**src/rtl/flags_pkg.sv**
```systemverilog
package flags_pkg;
    localparam int DATA_W = 16;
    localparam int BYTE_W = 8;
    localparam int NIB_W  = 4;

    localparam int CF_BIT = 0;
    localparam int PF_BIT = 2;
    localparam int AF_BIT = 4;
    localparam int ZF_BIT = 6;
    localparam int SF_BIT = 7;
    localparam int TF_BIT = 8;
    localparam int IF_BIT = 9;
    localparam int DF_BIT = 10;
    localparam int OF_BIT = 11;
    localparam int NFLAGS = 9;

    typedef enum logic [1:0] {
        OP_ADD   = 2'b00,
        OP_SUB   = 2'b01,
        OP_LOGIC = 2'b10
    } op_cls_e;

    typedef struct packed {
        logic cf;
        logic pf;
        logic af;
        logic af_we;
        logic zf;
        logic sf;
        logic of;
    } status_t;

    typedef int pos_list_t [NFLAGS];
    localparam pos_list_t FLAG_POS = '{CF_BIT, PF_BIT, AF_BIT, ZF_BIT, SF_BIT,
                                       TF_BIT, IF_BIT, DF_BIT, OF_BIT};

    function automatic logic [DATA_W-1:0] defined_mask();
        logic [DATA_W-1:0] m;
        m = '0;
        for (int i = 0; i < NFLAGS; i++) m[FLAG_POS[i]] = 1'b1;
        return m;
    endfunction
endpackage

```
**src/rtl/flag_gen.sv**
```systemverilog
module flag_gen
    import flags_pkg::*;
#(
    parameter int W = DATA_W,
    parameter int H = BYTE_W,
    parameter int N = NIB_W
) (
    input  logic [W-1:0] a_i,
    input  logic [W-1:0] b_i,
    input  logic         cin_i,
    input  logic [1:0]   op_i,
    input  logic         wide_i,
    output status_t      st_o
);
    logic          is_logic, is_sub, cx;
    logic [W-1:0]  bx, res;
    logic [W:0]    full_sum;
    logic [H:0]    byte_sum;
    logic [N:0]    nib_sum;
    logic          carry, sa, sb, sr, zero;

    assign is_logic = op_i[1];
    assign is_sub   = (op_i == OP_SUB);
    assign bx       = is_sub ? ~b_i : b_i;
    assign cx       = is_sub ? ~cin_i : cin_i;

    assign full_sum = {1'b0, a_i} + {1'b0, bx} + {{W{1'b0}}, cx};
    assign byte_sum = {1'b0, a_i[H-1:0]} + {1'b0, bx[H-1:0]} + {{H{1'b0}}, cx};
    assign nib_sum  = {1'b0, a_i[N-1:0]} + {1'b0, bx[N-1:0]} + {{N{1'b0}}, cx};

    assign res = is_logic ? a_i : full_sum[W-1:0];

    generate
        if (W > H) begin : g_sized
            assign carry = wide_i ? full_sum[W] : byte_sum[H];
            assign sa    = wide_i ? a_i[W-1] : a_i[H-1];
            assign sb    = wide_i ? bx[W-1]  : bx[H-1];
            assign sr    = wide_i ? res[W-1] : res[H-1];
            assign zero  = wide_i ? (res == '0) : (res[H-1:0] == '0);
        end else begin : g_flat
            assign carry = full_sum[W];
            assign sa    = a_i[W-1];
            assign sb    = bx[W-1];
            assign sr    = res[W-1];
            assign zero  = (res == '0);
        end
    endgenerate

    always_comb begin
        st_o.cf    = is_logic ? 1'b0 : (carry ^ is_sub);
        st_o.of    = is_logic ? 1'b0 : ((sa == sb) && (sr != sa));
        st_o.af    = nib_sum[N] ^ is_sub;
        st_o.af_we = ~is_logic;
        st_o.zf    = zero;
        st_o.sf    = sr;
        st_o.pf    = ~(^res[H-1:0]);
    end
endmodule

```
**src/rtl/flag_reg.sv**
```systemverilog
module flag_reg
    import flags_pkg::*;
#(
    parameter int W = DATA_W
) (
    input  logic         clk,
    input  logic         rst_n,
    input  status_t      st_i,
    input  logic         upd_i,
    input  logic         wr_i,
    input  logic [W-1:0] wr_data_i,
    input  logic         cf_set_i,
    input  logic         cf_clr_i,
    input  logic         df_set_i,
    input  logic         df_clr_i,
    input  logic         if_set_i,
    input  logic         if_clr_i,
    output logic [W-1:0] q_o
);
    localparam logic [W-1:0] MASK = defined_mask();

    logic [W-1:0] q, nxt;

    always_comb begin
        nxt = q;
        if (wr_i) begin
            nxt = wr_data_i & MASK;
        end else if (upd_i) begin
            nxt[CF_BIT] = st_i.cf;
            nxt[PF_BIT] = st_i.pf;
            nxt[ZF_BIT] = st_i.zf;
            nxt[SF_BIT] = st_i.sf;
            nxt[OF_BIT] = st_i.of;
            if (st_i.af_we) nxt[AF_BIT] = st_i.af;
        end
        if (cf_clr_i) nxt[CF_BIT] = 1'b0;
        if (cf_set_i) nxt[CF_BIT] = 1'b1;
        if (df_clr_i) nxt[DF_BIT] = 1'b0;
        if (df_set_i) nxt[DF_BIT] = 1'b1;
        if (if_clr_i) nxt[IF_BIT] = 1'b0;
        if (if_set_i) nxt[IF_BIT] = 1'b1;
    end

    always_ff @(posedge clk or negedge rst_n) begin
        if (!rst_n) q <= '0;
        else        q <= nxt;
    end

    assign q_o = q;
endmodule

```
**src/rtl/flags_unit.sv**
```systemverilog
module flags_unit
    import flags_pkg::*;
#(
    parameter int W = DATA_W
) (
    input  logic         clk,
    input  logic         rst_n,
    input  logic [W-1:0] opa_i,
    input  logic [W-1:0] opb_i,
    input  logic         cin_i,
    input  logic [1:0]   op_i,
    input  logic         wide_i,
    input  logic         upd_i,
    input  logic         wr_i,
    input  logic [W-1:0] wr_data_i,
    input  logic         cf_set_i,
    input  logic         cf_clr_i,
    input  logic         df_set_i,
    input  logic         df_clr_i,
    input  logic         if_set_i,
    input  logic         if_clr_i,
    output logic [W-1:0] flags_o,
    output logic         dir_o,
    output logic         int_en_o,
    output logic         step_o
);
    status_t st;

    flag_gen #(.W(W)) u_gen (
        .a_i    (opa_i),
        .b_i    (opb_i),
        .cin_i  (cin_i),
        .op_i   (op_i),
        .wide_i (wide_i),
        .st_o   (st)
    );

    flag_reg #(.W(W)) u_reg (
        .clk       (clk),
        .rst_n     (rst_n),
        .st_i      (st),
        .upd_i     (upd_i),
        .wr_i      (wr_i),
        .wr_data_i (wr_data_i),
        .cf_set_i  (cf_set_i),
        .cf_clr_i  (cf_clr_i),
        .df_set_i  (df_set_i),
        .df_clr_i  (df_clr_i),
        .if_set_i  (if_set_i),
        .if_clr_i  (if_clr_i),
        .q_o       (flags_o)
    );

    assign dir_o    = flags_o[DF_BIT];
    assign int_en_o = flags_o[IF_BIT];
    assign step_o   = flags_o[TF_BIT];
endmodule

```
**config.mk**
```make
export PLATFORM = sky130hd
export DESIGN_NAME = flags_unit
export DESIGN_NICKNAME = d
export VERILOG_FILES = /design/src/rtl/flags_pkg.sv /design/src/rtl/flag_gen.sv /design/src/rtl/flag_reg.sv /design/src/rtl/flags_unit.sv
export SDC_FILE = /design/constraint.sdc
export NUM_CORES = 1
export LEC_CHECK = 0
export ABC_AREA = 1
export BUFFER_PORTS_ARGS = -buffer_cell sky130_fd_sc_hd__buf_2
export CORE_MARGIN = 5
export CORE_UTILIZATION = 45
export CTS_CLUSTER_SIZE = 16
export DETAILED_ROUTE_END_ITERATION = 10
export GPL_TIMING_DRIVEN = 0
export PLACE_DENSITY_LB_ADDON = 0.12
export REMOVE_ABC_BUFFERS = 1
export SLEW_MARGIN = 20
export SYNTH_ARGS = -nofsm -noshare
export SYNTH_HDL_FRONTEND = slang
export SYNTH_SLANG_ARGS = --single-unit
```
**constraint.sdc**
```tcl
create_clock -name clk -period 1.7 [get_ports clk]
set_input_delay 0 -clock clk [delete_from_list [all_inputs] [get_ports clk]]
set_output_delay 0 -clock clk [all_outputs]
set_load 0.1 [all_outputs]
```
==> metrics.yaml <==
synth_area_um2: 2030
reg2reg_depth: 3
dieWidth_um: 77.1
cp.depth: 18
clock_path_buffers: 2
grt_overflow_total: 0
whs_path_depth: 3
path_common_cell: "inv_2"
gp_congestion: 0.864
grt_pass1_vias: 2168
synth_compound_area_share_pct: 9.45
vias: 2306
rows: 24
dp_slack_ns: -1.76
synth_top_family_by_area: "simple AND/OR/NAND/NOR gates"
antenna_found_initial: 0
setup-violations-final: 6
final-hold-violation-count: 0
drc: 0
grt_pass1_wl_um: 9490
netSwitchingPower_mw: 1.02
endpoint_kind: "flip-flop"
ir_drop_v: 0.000306
place_area_um2: 2350
crit_path_start_kind: "input port"
fp.dieH_um: 77.1
synthXorXnorAreaFrac_pct: 9.94
path_cells: "buf_12, clkinv_8, nand2_8, xnor2_4, fa_2, inv_2, fa_2, inv_2, nand3_2, nand2_4, inv_2, or2_4, nand3_2, o21ai_2, ha_1, xnor2_2, xnor2_1, o211ai_1"
fin_area_um2: 2780
p_seq_share_pct: 13.1
p_total_mw: 1.93
mostFrequentLayoutCells: "nand2_1, buf_2, inv_1"
yosys.area_share.simple_pct: 40.0
area_growth_pct: 37.4
power.internal_uw: 915
cts_tree: "built"
fin_nets: 517
core_um2: 4350
p_per_area_nw_per_um2: 695
finalCritPeriodShare_pct: 134
slowest_stage: "fa_2"
ys_ff_latch: 9
violations: "setup timing"
fmax_mhz: 438
clkTransAtPathRegs_ns: 0.05
r2r-start: "u_reg.q_o[9]$_DFFE_PN0P_"
min_from: "wr_data_i[6]"
synthTopCellsByArea: "nand2_1, ha_1, dfrtp_1"
cp.required_ns: 1.81
pin_count: 81
finalClockSkew_ns: 0
cp_max_fo: 4
drv_cap: 0
totalWireLength_um: 5640
p_clk_share_pct: 13.1
viasPerCell: 4.75
cts_max_level: 1
worstHoldEndpoint: "u_reg.q_o[6]$_DFFE_PN0P_"
rsz0062_at_grt: "true"
synth_cell_type_count: 33
final_common_cell: "nand2_1"
path_class: "input port to flip-flop"
swShare_pct: 52.7
worstReg2RegEnd: "u_reg.q_o[9]$_DFFE_PN0P_"
final_max_slew_viol_count: 0
numCtsBuffers: 3
synth.top_cell.area_share_pct: 20.6
status: "complete, but fails checks"
initial_core_util_pct: 46.5
synth.avg_cell_area_um2: 5.85
netlist_instances: 346
diodes: 0
synthMuxAreaShare_pct: 0.494
grt_max_degree: 16
final_cells: 485
largest_register_ffs: 9
io_buffer_count: 66
layout-drive-gt1-share_pct: 28.6
setup_ws_ns: -0.585
drt_iter0_markers: 107
drt.antenna.violating_nets: 0
yosys_warnings: 0
numClockSinks: 9
pwr-share-comb_pct: 73.9
hpwl_um: 4290
die_area_um2: 5940
first_pass_iters: 4
cts_root_buffer: "clkbuf_8"
synth-adder-area-share_pct: 13.7
worst_ep_arrival_time_ns: 2.40
yosys.area.top_type: "nand2_1"
placed_cells: 456
worstSkewPairLatency_ns: 0.23
path_delay_family: "adder cells"
holdCritPathClass: "input port to flip-flop"
slowest_delay_ns: 0.35
yosysSeqAreaShare_pct: 11.1
reg2reg_slack_ns: 0.44
wire_per_inst_um: 11.6
grt_usage_pct: 18.6
p_leak_nw: 1.62
period_minus_slack_ns: 2.29
utilization_pct: 63.9
critPathBufInv: 5
## synth_stat cells
| cell | number |
|---|---|
| nand2_1 | 111 |
| inv_1 | 53 |
| nor2_1 | 28 |
| nand3_1 | 26 |
| ha_1 | 19 |
| xnor2_1 | 19 |
| a21oi_1 | 14 |
| buf_4 | 10 |
| dfrtp_1 | 9 |
| nand2_2 | 8 |
| o21ai_0 | 7 |
| inv_2 | 4 |
| xor2_1 | 4 |
| a22oi_1 | 3 |
| and2_1 | 3 |
| nor3_1 | 3 |
| buf_2 | 2 |
| clkbuf_1 | 2 |
| fa_1 | 2 |
| nand2_4 | 2 |
| nand4_1 | 2 |
| o21ai_2 | 2 |
| o31ai_1 | 2 |
| or2_2 | 2 |
| a21oi_2 | 1 |
| a31oi_1 | 1 |
| conb_1 | 1 |
| mux2i_1 | 1 |
| nand3_2 | 1 |
| nor2_2 | 1 |
| nor3_2 | 1 |
| o211ai_1 | 1 |
| o311ai_0 | 1 |
## worst max-delay path by stage
| stage | startpoint | to | slack [ns] |
|---|---|---|---|
| 2_1_floorplan | op_i[1] | u_reg.q_o[2]$_DFFE_PN0P_ | -1.03 |
| 3_5_place_dp | op_i[1] | u_reg.q_o[2]$_DFFE_PN0P_ | -1.76 |
| 5_1_grt | op_i[1] | u_reg.q_o[2]$_DFFE_PN0P_ | -0.72 |
| 4_1_cts | op_i[1] | u_reg.q_o[2]$_DFFE_PN0P_ | -0.65 |
| 3_3_place_gp | op_i[1] | u_reg.q_o[2]$_DFFE_PN0P_ | -1.71 |
| 6_report | op_i[1] | u_reg.q_o[2]$_DFFE_PN0P_ | -0.59 |
## per-stage QoR
| stage | hold WS, ns | setup TNS [ns] |
|---|---|---|
| final | 0.0145 | -2.13 |
| after detailed placement | -0.141 | -7.10 |
| after global placement | -0.142 | -6.85 |
| after global routing | 0.0210 | -3.24 |
| after floorplan | -0.296 | -3.36 |
| after CTS | 0.000673 | -2.09 |
## power groups by stage
stage / registers [mW] / logic (mW) / clock network, mW
finish: 0.253 / 1.43 / 0.253
global route: 0.257 / 1.58 / 0.265
CTS: 0.253 / 1.36 / 0.255
detailed placement: 0.256 / 1.23 / 0
global placement: 0.255 / 1.22 / 0
floorplan: 0.488 / 0.739 / 0
## worst reg2reg max path, stage by stage, from the launching register on
cell and delay, ns:
dfrtp_1 0.35, nor2_1 0.05, o31ai_1 0.23, dlygate4sd3_1 0.58
## metal layers
metal / up-vias / track usage, % / share of wire, % / wire length [µm]
li1: 1236 / - / - / -
met1: 1003 / 24.5 / 44 / 2500
met2: 64 / 32.3 / 49 / 2740
met3: 3 / 3.04 / 6.5 / 368
met4: 0 / 2.92 / 0.51 / 29
met5: - / 0 / 0 / 0
## logic make-up after synthesis
kind of cell / Yosys count
xor+xnor: 23
mux: 1
other cells: 1
compound gates: 32
simple gates: 188
fa+ha+maj: 21
buf+inv: 71
flops: 9
## layout make-up
type	count	area, µm²
clock buffer	3	41.3
clock inverter	1	5.00
fill	426	1570
multi-input combinational	272	1650
sequential	9	225
inverter	57	226
timing repair buffer	91	572
tap	52	65.1
## repair_timing
action,in CTS,in global routing
gates resized for setup,29,14
endpoints found under the hold margin,15,1
pin swaps,13,16
hold buffers,9,1
setup buffers,11,5
endpoints found under the setup margin,6,6
(Power assumes the default switching activity.)
